==> src/rtl/obf_pkg.sv <==
package obf_pkg;

    localparam int LFSR_W = 16;
    localparam logic [LFSR_W-1:0] LFSR_TAPS = 16'hB400;

    typedef enum logic [3:0] {
        ST_FILL_RD,
        ST_FILL_CAP,
        ST_IDLE,
        ST_LOOKUP,
        ST_RD,
        ST_CAP,
        ST_PICK,
        ST_WR,
        ST_UPD
    } obf_state_e;

    function automatic logic [LFSR_W-1:0] lfsr_step(input logic [LFSR_W-1:0] s);
        return s[0] ? ((s >> 1) ^ LFSR_TAPS) : (s >> 1);
    endfunction

    function automatic logic [LFSR_W-1:0] seed_fix(input logic [LFSR_W-1:0] s);
        return (s == '0) ? LFSR_W'(1) : s;
    endfunction

endpackage

==> src/rtl/obf_victim_pick.sv <==
module obf_victim_pick
    import obf_pkg::*;
#(
    parameter int ENTRIES = 5,
    parameter int IDX_W   = 3
) (
    input  logic              clk,
    input  logic              rst,
    input  logic [LFSR_W-1:0] seed,
    input  logic [IDX_W-1:0]  excl,
    output logic [IDX_W-1:0]  cand_idx,
    output logic              cand_ok
);
    localparam logic [IDX_W:0] ENT_L = (IDX_W+1)'(ENTRIES);

    logic [LFSR_W-1:0] lfsr_q;

    always_ff @(posedge clk) begin
        if (rst) lfsr_q <= seed_fix(seed);
        else     lfsr_q <= lfsr_step(lfsr_q);
    end

    assign cand_idx = lfsr_q[IDX_W-1:0];
    assign cand_ok  = ({1'b0, cand_idx} < ENT_L) && (cand_idx != excl);


    lfsr_nonzero_chk: assert property (@(posedge clk) disable iff (rst)
        lfsr_q != '0);
endmodule

==> src/rtl/obf_remap_table.sv <==
module obf_remap_table #(
    parameter int NUM_BLOCKS = 16,
    parameter int ADDR_W     = 4
) (
    input  logic              clk,
    input  logic              rst,
    input  logic [ADDR_W-1:0] rd_lblk,
    output logic [ADDR_W-1:0] rd_slot,
    input  logic              wr_en,
    input  logic [ADDR_W-1:0] wr_lblk,
    input  logic [ADDR_W-1:0] wr_slot
);
    logic [ADDR_W-1:0] map_q [NUM_BLOCKS];

    always_ff @(posedge clk) begin
        if (rst) begin
            for (int i = 0; i < NUM_BLOCKS; i++) map_q[i] <= ADDR_W'(i);
        end else if (wr_en) begin
            map_q[wr_lblk] <= wr_slot;
        end
    end

    assign rd_slot = map_q[rd_lblk];
endmodule

==> src/rtl/obf_shuffle_buf.sv <==
module obf_shuffle_buf #(
    parameter int ENTRIES = 5,
    parameter int IDX_W   = 3,
    parameter int ADDR_W  = 4,
    parameter int DATA_W  = 32
) (
    input  logic              clk,
    input  logic              rst,
    input  logic              wr_en,
    input  logic [IDX_W-1:0]  wr_idx,
    input  logic              wr_tag_en,
    input  logic [ADDR_W-1:0] wr_tag,
    input  logic [DATA_W-1:0] wr_data,
    input  logic [IDX_W-1:0]  a_idx,
    output logic [DATA_W-1:0] a_data,
    output logic [ADDR_W-1:0] a_tag,
    input  logic [IDX_W-1:0]  b_idx,
    output logic [DATA_W-1:0] b_data,
    input  logic              look_en,
    input  logic [ADDR_W-1:0] look_tag,
    input  logic [IDX_W-1:0]  look_excl,
    output logic              hit,
    output logic [IDX_W-1:0]  hit_idx
);
    logic [DATA_W-1:0] data_q [ENTRIES];
    logic [ADDR_W-1:0] tag_q  [ENTRIES];
    logic [ENTRIES-1:0] match;

    always_ff @(posedge clk) begin
        if (rst) begin
            for (int e = 0; e < ENTRIES; e++) tag_q[e] <= '0;
        end else if (wr_en) begin
            data_q[wr_idx] <= wr_data;
            if (wr_tag_en) tag_q[wr_idx] <= wr_tag;
        end
    end

    for (genvar e = 0; e < ENTRIES; e++) begin : g_cmp
        assign match[e] = look_en && (tag_q[e] == look_tag) && (IDX_W'(e) != look_excl);
    end

    always_comb begin
        hit_idx = '0;
        for (int e = 0; e < ENTRIES; e++) if (match[e]) hit_idx = IDX_W'(e);
    end

    assign hit    = |match;
    assign a_data = data_q[a_idx];
    assign a_tag  = tag_q[a_idx];
    assign b_data = data_q[b_idx];


    tag_unique_chk: assert property (@(posedge clk) disable iff (rst)
        $onehot0(match));
endmodule

==> src/rtl/obf_shuffle_top.sv <==
module obf_shuffle_top
    import obf_pkg::*;
#(
    parameter int NUM_BLOCKS = 16,
    parameter int BUF_DEPTH  = 4,
    parameter int DATA_W     = 32
) (
    input  logic                          clk,
    input  logic                          rst,
    input  logic [LFSR_W-1:0]             seed,
    input  logic                          req_valid,
    input  logic [$clog2(NUM_BLOCKS)-1:0] req_lblk,
    input  logic                          req_we,
    input  logic [DATA_W-1:0]             req_wdata,
    output logic                          resp_valid,
    output logic [DATA_W-1:0]             resp_rdata,
    output logic                          ready,
    output logic                          busy,
    output logic                          mem_rd,
    output logic                          mem_wr,
    output logic [$clog2(NUM_BLOCKS)-1:0] mem_addr,
    output logic [DATA_W-1:0]             mem_wdata,
    input  logic [DATA_W-1:0]             mem_rdata
);
    localparam int ADDR_W  = $clog2(NUM_BLOCKS);
    localparam int ENTRIES = BUF_DEPTH + 1;
    localparam int IDX_W   = $clog2(ENTRIES);
    localparam logic [IDX_W-1:0] LAST_FILL = IDX_W'(BUF_DEPTH - 1);
    localparam logic [IDX_W-1:0] FIRST_HOLE = IDX_W'(BUF_DEPTH);

    obf_state_e        state_q;
    logic [IDX_W-1:0]  fill_cnt_q, hole_q, vic_q;
    logic              fill_done_q, we_q;
    logic [ADDR_W-1:0] lblk_q, slot_q;
    logic [DATA_W-1:0] wdata_q;

    logic              accept, hit;
    logic [IDX_W-1:0]  hit_idx, cand_idx, b_idx;
    logic              cand_ok;
    logic [ADDR_W-1:0] tbl_slot, a_tag;
    logic [DATA_W-1:0] a_data, b_data;

    logic              bw_en, bw_tag_en;
    logic [IDX_W-1:0]  bw_idx;
    logic [ADDR_W-1:0] bw_tag;
    logic [DATA_W-1:0] bw_data;

    assign accept = fill_done_q && (state_q == ST_IDLE) && req_valid;
    assign b_idx  = (state_q == ST_IDLE) ? hit_idx : hole_q;

    obf_victim_pick #(.ENTRIES(ENTRIES), .IDX_W(IDX_W)) u_pick (
        .clk(clk), .rst(rst), .seed(seed), .excl(hole_q),
        .cand_idx(cand_idx), .cand_ok(cand_ok)
    );

    obf_remap_table #(.NUM_BLOCKS(NUM_BLOCKS), .ADDR_W(ADDR_W)) u_table (
        .clk(clk), .rst(rst), .rd_lblk(lblk_q), .rd_slot(tbl_slot),
        .wr_en(state_q == ST_UPD), .wr_lblk(a_tag), .wr_slot(slot_q)
    );

    obf_shuffle_buf #(.ENTRIES(ENTRIES), .IDX_W(IDX_W), .ADDR_W(ADDR_W), .DATA_W(DATA_W)) u_buf (
        .clk(clk), .rst(rst),
        .wr_en(bw_en), .wr_idx(bw_idx), .wr_tag_en(bw_tag_en), .wr_tag(bw_tag), .wr_data(bw_data),
        .a_idx(vic_q), .a_data(a_data), .a_tag(a_tag),
        .b_idx(b_idx), .b_data(b_data),
        .look_en(fill_done_q), .look_tag(req_lblk), .look_excl(hole_q),
        .hit(hit), .hit_idx(hit_idx)
    );

    always_comb begin
        bw_en = 1'b0; bw_tag_en = 1'b0; bw_idx = hole_q; bw_tag = lblk_q; bw_data = mem_rdata;
        case (state_q)
            ST_FILL_CAP: begin
                bw_en = 1'b1; bw_tag_en = 1'b1; bw_idx = fill_cnt_q; bw_tag = ADDR_W'(fill_cnt_q);
            end
            ST_CAP: begin
                bw_en = 1'b1; bw_tag_en = 1'b1;
            end
            ST_UPD: begin
                bw_en = we_q; bw_data = wdata_q;
            end
            ST_IDLE: begin
                bw_en = accept && hit && req_we; bw_idx = hit_idx; bw_data = req_wdata;
            end
            default: ;
        endcase
    end

    assign mem_rd    = (state_q == ST_FILL_RD) || (state_q == ST_RD);
    assign mem_wr    = (state_q == ST_WR);
    assign mem_addr  = (state_q == ST_FILL_RD) ? ADDR_W'(fill_cnt_q) : slot_q;
    assign mem_wdata = a_data;
    assign ready     = fill_done_q;
    assign busy      = fill_done_q && (state_q != ST_IDLE);

    always_ff @(posedge clk) begin
        if (rst) begin
            state_q     <= ST_FILL_RD;
            fill_cnt_q  <= '0;
            fill_done_q <= 1'b0;
            hole_q      <= FIRST_HOLE;
            vic_q       <= '0;
            lblk_q      <= '0;
            slot_q      <= '0;
            we_q        <= 1'b0;
            wdata_q     <= '0;
            resp_valid  <= 1'b0;
            resp_rdata  <= '0;
        end else begin
            resp_valid <= 1'b0;
            case (state_q)
                ST_FILL_RD:  state_q <= ST_FILL_CAP;
                ST_FILL_CAP: begin
                    if (fill_cnt_q == LAST_FILL) begin
                        fill_done_q <= 1'b1;
                        state_q     <= ST_IDLE;
                    end else begin
                        fill_cnt_q <= fill_cnt_q + 1'b1;
                        state_q    <= ST_FILL_RD;
                    end
                end
                ST_IDLE: begin
                    if (accept) begin
                        lblk_q  <= req_lblk;
                        we_q    <= req_we;
                        wdata_q <= req_wdata;
                        if (hit) begin
                            resp_valid <= 1'b1;
                            resp_rdata <= req_we ? req_wdata : b_data;
                        end else begin
                            state_q <= ST_LOOKUP;
                        end
                    end
                end
                ST_LOOKUP: begin
                    slot_q  <= tbl_slot;
                    state_q <= ST_RD;
                end
                ST_RD:  state_q <= ST_CAP;
                ST_CAP: state_q <= ST_PICK;
                ST_PICK: begin
                    if (cand_ok) begin
                        vic_q   <= cand_idx;
                        state_q <= ST_WR;
                    end
                end
                ST_WR: state_q <= ST_UPD;
                ST_UPD: begin
                    resp_valid <= 1'b1;
                    resp_rdata <= we_q ? wdata_q : b_data;
                    hole_q     <= vic_q;
                    state_q    <= ST_IDLE;
                end
                default: state_q <= ST_IDLE;
            endcase
        end
    end

    logic [ADDR_W-1:0] last_rd_addr_q;
    always_ff @(posedge clk) begin
        if (rst) last_rd_addr_q <= '0;
        else if (mem_rd) last_rd_addr_q <= mem_addr;
    end


    no_wr_in_fill_chk: assert property (@(posedge clk) disable iff (rst)
        !ready |-> !mem_wr);

    ready_sticky_chk: assert property (@(posedge clk) disable iff (rst)
        ready |=> ready);

    idle_quiet_chk: assert property (@(posedge clk) disable iff (rst)
        (state_q == ST_IDLE) |-> (!mem_rd && !mem_wr));

    wr_same_slot_chk: assert property (@(posedge clk) disable iff (rst)
        mem_wr |-> (mem_addr == last_rd_addr_q));

    victim_not_incoming_chk: assert property (@(posedge clk) disable iff (rst)
        mem_wr |-> (vic_q != hole_q));

    resp_ends_busy_chk: assert property (@(posedge clk) disable iff (rst)
        resp_valid |-> !busy);
endmodule

==> config.mk <==
export PLATFORM = sky130hd
export DESIGN_NAME = obf_shuffle_top
export DESIGN_NICKNAME = d
export VERILOG_FILES = /design/src/rtl/obf_pkg.sv /design/src/rtl/obf_victim_pick.sv /design/src/rtl/obf_remap_table.sv /design/src/rtl/obf_shuffle_buf.sv /design/src/rtl/obf_shuffle_top.sv
export SDC_FILE = /design/constraint.sdc
export NUM_CORES = 1
export LEC_CHECK = 0
export BUFFER_PORTS_ARGS = -buffer_cell sky130_fd_sc_hd__buf_2
export CAP_MARGIN = 20
export CORE_MARGIN = 2
export CORE_UTILIZATION = 35
export CTS_CLUSTER_SIZE = 12
export DETAILED_ROUTE_END_ITERATION = 8
export SLEW_MARGIN = 10
export SYNTH_ARGS = -nofsm -noshare
export SYNTH_HDL_FRONTEND = slang
export SYNTH_SLANG_ARGS = --single-unit
==> constraint.sdc <==
create_clock -name clk -period 5.4 [get_ports clk]
set_input_delay 0.27 -clock clk [delete_from_list [all_inputs] [get_ports clk]]
set_output_delay 0.27 -clock clk [all_outputs]
set_load 0.01 [all_outputs]
======== Word-level counts from Yosys, hierarchy flattened ========
Memories as Yosys holds them, arrays and structs flattened. A register that Yosys moved wholly into a read port is not among the register bits.
Index checks and enable logic that the tools add are counted.
cells by class
  reductions and logical operators ........ 31
  div/mod/pow operators ................... 0
  add/subtract/negate cells ............... 1
  bitwise operators ....................... 2
  magnitude comparators ................... 1
  muxes and demuxes ....................... 49
  equal/unequal tests ..................... 24
  multiply operators ...................... 0
  shift operators ......................... 0
operator list
  operator              number
  $mux W32              4
  $pmux W32 S2          2
  $mux W16              3
  $mux W4               8
  $pmux W4 S8           1
  $mux W3               7
  $eq A4 B4 Y1          5
  $mux W1               18
  $eq A4 B3 Y1 const B  4
  $logic_and A1 B1 Y1   16
  $logic_not A16 Y1     1
  $eq A4 B2 Y1 const B  2
  $ne A2 B2 Y1 const B  4
  $reduce_and A2 Y1     4
  $reduce_or A4 Y1      2
  $mux W2               3
  $ne A2 B3 Y1 const A  2
  $pmux W3 S2           1
  $reduce_and A3 Y1     2
  $reduce_or A5 Y1      1
  $eq A4 B1 Y1 const B  1
  $eq A4 B4 Y1 const B  1
  $logic_not A4 Y1      1
  $ne A4 B2 Y1 const B  1
  other kinds (14)      14
storage, ports and cells
  ROM bits ................................ 0
  bits in writable memories ............... 244
  output and inout port bits .............. 73
  latch bits .............................. 0
  register bits after elaboration ......... 100
  memories kept ........................... 3
  input port bits ......................... 88
memory list
  name           words  bits a word  rd ports  clocked after memory_dff  wr ports  RTL line               source
  u_buf.data_q   5      32           2         1                         1         obf_shuffle_buf.sv:25  logic [DATA_W-1:0] data_q [ENTRIES];
  u_table.map_q  16     4            1         1                         16        obf_remap_table.sv:13  logic [ADDR_W-1:0] map_q [NUM_BLOCKS];
  u_buf.tag_q    5      4            6         1                         5         obf_shuffle_buf.sv:26  logic [ADDR_W-1:0] tag_q [ENTRIES];

======== Longest topological paths before layout ========
An unclocked memory read counts as a cell.
  depth in word-level cells ............... 14
  gate-level depth with buffers ........... 11
  depth with buffers taken out ............ 7

======== Cells and area by module ========
Synthesis repeated with hierarchy kept, for this count alone.
unflattened totals
  cell total of the unflattened synthesis .. 1334
  area, all modules ....................... 17287.8 um^2
by module, submodules not included
  module           times used  cells each  area each (um^2)  seq. area each (um^2)
  obf_shuffle_buf  1           448         8888.5            5765.5
  obf_shuffle_top  1           608         4594.4            1761.7
  obf_remap_table  1           218         3150.5            1921.8
  obf_victim_pick  1           60          654.4             320.3

======== Worst setup path before layout ========
No wires, ideal clock.
  path kind ............................... register -> register
  start ................................... register state_q[3]
  end ..................................... memory u_buf.data_q[0][0] (enable)
  path slack .............................. 1746 ps
  cell stages (with the launch flop) ...... 8
  period minus slack after synthesis ...... 3654 ps
  arrival time ............................ 3233 ps
  library setup time ...................... 421 ps
  path through ............................ dfxtp_1 -> buf_6 -> or4b_1 -> buf_2 -> nor3_2 -> o31ai_4 -> nand2b_1 -> nor2_1
on the way
  cells in the longest elaborated chain, start to end .. 9
  elaborated cells between the ends (all ways) .. 14
ends and longest elaborated chain
  what                              RTL line                                      source
  from (decl)                       obf_shuffle_top.sv:31                         obf_state_e state_q;
  from (signal assigned)            obf_shuffle_top.sv:98                         state_q <= ST_FILL_RD;
  from (signal assigned)            obf_shuffle_top.sv:112                        ST_FILL_RD: state_q <= ST_FILL_CAP;
  from (signal assigned)            obf_shuffle_top.sv:116                        state_q <= ST_IDLE;
  $eq A4 B2 Y1                      obf_shuffle_top.sv:48, obf_shuffle_top.sv:72
  $logic_and A1 B1 Y1 (2 in a row)  obf_shuffle_top.sv:48                         assign accept = fill_done_q && (state_q == ST_IDLE) && req_valid;
  $logic_and A1 B1 Y1 (2 in a row)  obf_shuffle_top.sv:83                         bw_en = accept && hit && req_we; bw_idx = hit_idx; bw_data = req_wdata;
  $pmux W1 S3                       obf_shuffle_top.sv:72                         case (state_q)
  $mux W1                           obf_shuffle_buf.sv:32                         end else if (wr_en) begin
  $mux W1                           obf_shuffle_buf.sv:30                         if (rst) begin
  $mux W1 (not written as such)     obf_shuffle_buf.sv:33                         data_q[wr_idx] <= wr_data;
  to (decl)                         obf_shuffle_buf.sv:25
Several ways; a longest one is shown, not always the timed one.

======== Worst setup path after layout ========
  start ................................... register state_q[1]
  end ..................................... memory u_buf.data_q[2][9] (enable)
The elaborated chain is that of the path after synthesis.

==> out/qor.csv <==
metric,value,unit
status,finished clean,
htree_levels,2,
p_leak,6.97,nW
critPathTopFamily,simple AND/OR/NAND/NOR gates,
n_antenna_cell,0,
seq_area_frac_synth,56.3,%
hold_class,in2reg,
crit_arrival,4050,ps
cts_buffers,41,
synth-simple-area-share,11.7,%
multi_input_area,7120,um^2
design_area,20600,um^2
drtIter0Drc,1291,
p_sw_share,22.8,%
postCtsHoldBufs,48,
cts-root-buf,clkbuf_16,
postLayoutCoreUtil,42.1,%
slew_headroom,28.5,%
worst_slack,1590,ps
skew,22.0,ps
synth_nets,1524,
p_int,0.00465,W
startpoint_type,flip-flop,
crit_type,reg2reg,
area_growth,18.3,%
period_share,70.5,%
yosys.area.top_type,edfxtp_1,
yosysWarnings,0,
worst-path-buf-inv,2,
synthAdderAreaFrac,0.143,%
synth_most_common_cell,edfxtp_1,
synth_area,17500,um^2
seq_area,9830,um^2
nFillCells,4616,
place_area,18900,um^2
grt_pass1_vias,13000,
synth.top_cell.area_share,44.0,%
pwr-share-comb,5.3,%
grt_max_degree,41,
die_w,227,um
fin_nets,1686,
syn-instance-count,1434,
cts_sinks,363,
yosysUniqueCellTypes,65,
maxCapViolCount,0,
post_cts_resized,0,
setup_tns,0,ps
antenna_found_initial,4,
grt_pass1_wl,79.1,mm
overflow,0,
tightest_slew,1070,ps
num_rows,81,
drc,0,
path_max_fanout,39,
fin_crit,3810,ps
synthTopCellsByCount,"256 x edfxtp_1, 221 x nand2_1, 107 x dfxtp_1",
initial_core_util,35.6,%
crit_top_cell,buf_4,
ir_worst_vdd,0.000277,V
ys.flop_type,edfxtp_1,
synth-async-reset-ratio,0,%
antenna_left,0,
die_area,51700,um^2
crit_slowest_cell,buf_4,
cp-end-kind,flip-flop,
pwr_density_cell,292,nW/um^2
p_sw,0.00137,W
synth_top_family_by_area,multiplexers,
synth_area_per_cell,12.2,um^2
clockPowerShare,43.9,%
core,49100,um^2
drtPass1Iterations,7,
synth_compound_area_share,12.1,%
post-dp-hpwl,33.8,mm
wire_per_inst,23.4,um
critical_path_required,5640,ps
insertion_delay,570,ps
rsz0062_at_grt,no,
pre_cts_slack,1630,ps
ys_seq_elements,363,
ios,161,
gp_congestion,0.849,
totalWireLength,53.8,mm
clkTransAtPathRegs,60,ps
fp.dieH,227,um
finalMaxSlewViolations,0,
crit_chain,nor4b_2 -> buf_4 -> o21ai_1 -> o21a_1 -> or2_2 -> nor2_4 -> buf_4,
fmax,263,MHz
grt_use_total,20.5,%
synth_area_leaders,"edfxtp_1 44%, dfxtp_1 12%, mux4_2 7.7%",
port_buffers,160,
finalHoldViolCount,0,
synth_edf_count,256,
totalPowerFinal,0.00602,W
synthMuxAreaShare,14.9,%
via_per_inst,5.74,
post-cts-setup-buffer-count,0,
max_stage_delay,600,ps
finalSetupViolCount,0,
drive_gt1_share,24.2,%
via_count,13200,
cts_tree,yes,
synth_xor_area_share,1.30,%
power_frac_seq,50.8,%
cts_buffer_depth,3,
-- stage by stage --
step,instances,hold WS [ps]
floorplan,1434,383
global placement,2168,438
detailed placement,2169,443
CTS,2293,19.9
global route,2293,33.3
finish,2293,47.8
-- cell type report --
type                            count  area share (%)
Clock buffer                       55            5.52
Clock inverter                     21           0.630
Inverter                           15           0.273
Multi-Input combinational cell    937            34.5
Sequential cell                   363            47.6
Tap cell                          664            4.02
Timing Repair Buffer              238            7.45
-- per-layer routing --
layer / wire length, um / up-vias / GRT usage [%]
met4: 1170 / 6 / 5.97
met5: 35 / - / 0
met1: 22700 / 6537 / 27.7
li1: - / 5844 / -
met2: 25100 / 663 / 32.9
met3: 4770 / 106 / 4.69
-- logic make-up after synthesis --
kind of cell               Yosys count
and+or+nand+nor                    439
xor gates and xnor gates            26
buffers and inverters              134
DFF                                363
AOI/OAI and AO/OA                  291
muxes                              179
adders and majority gates            2
-- flip-flops by register name (all words and copies together), names as in the netlist, named ones only --
register	flops
u_buf.data_q	160
u_table.map_q	64
resp_rdata	32
u_buf.tag_q	32
wdata_q	32
u_pick.lfsr_q	16
lblk_q	4
slot_q	4
state_q	4
fill_cnt_q	3
hole_q	3
vic_q	3
ready	1
resp_valid	1
we_q	1
-- placed cells by master, fill, tap and decap left out, types with 34 or more instances in the layout --
cell type      netlist  routed
a21oi_1             49      49
and2_1              34      34
buf_2               26     160
clkbuf_16            0      42
dfxtp_1            107     104
dlygate4sd3_1        0      48
edfxtp_1           256     256
mux2_2              46      46
mux2i_1             73      73
mux4_2              60      60
nand2_1            221     221
nor2_1              68      61
nor3_1              38      38
-- final timing paths --
check	to	startpoint	depth (start not counted)	slack, ps
setup / recovery	u_buf.data_q[2][9]	state_q[1]	7	1590
hold / removal	we_q	req_we	3	50
setup reg to reg	u_buf.data_q[2][9]	state_q[1]	7	1590
hold reg to reg	u_pick.lfsr_q[9]	u_pick.lfsr_q[10]	1	450
-- tightest hold or removal path: stages --
cell,delay (ps)
buf_2,170
nand2_1,80
a21oi_1,50
-- power groups by stage --
stage / clock network, W / logic, W / registers [W]
5_1_grt: 0.00280 / 0.000344 / 0.00307
6_report: 0.00264 / 0.000319 / 0.00306
2_1_floorplan: 0 / 0.000169 / 0.00310
4_1_cts: 0.00269 / 0.000315 / 0.00306
3_3_place_gp: 0 / 0.000279 / 0.00312
3_5_place_dp: 0 / 0.000287 / 0.00312
Note: power is estimated with default switching activity, not from simulation.
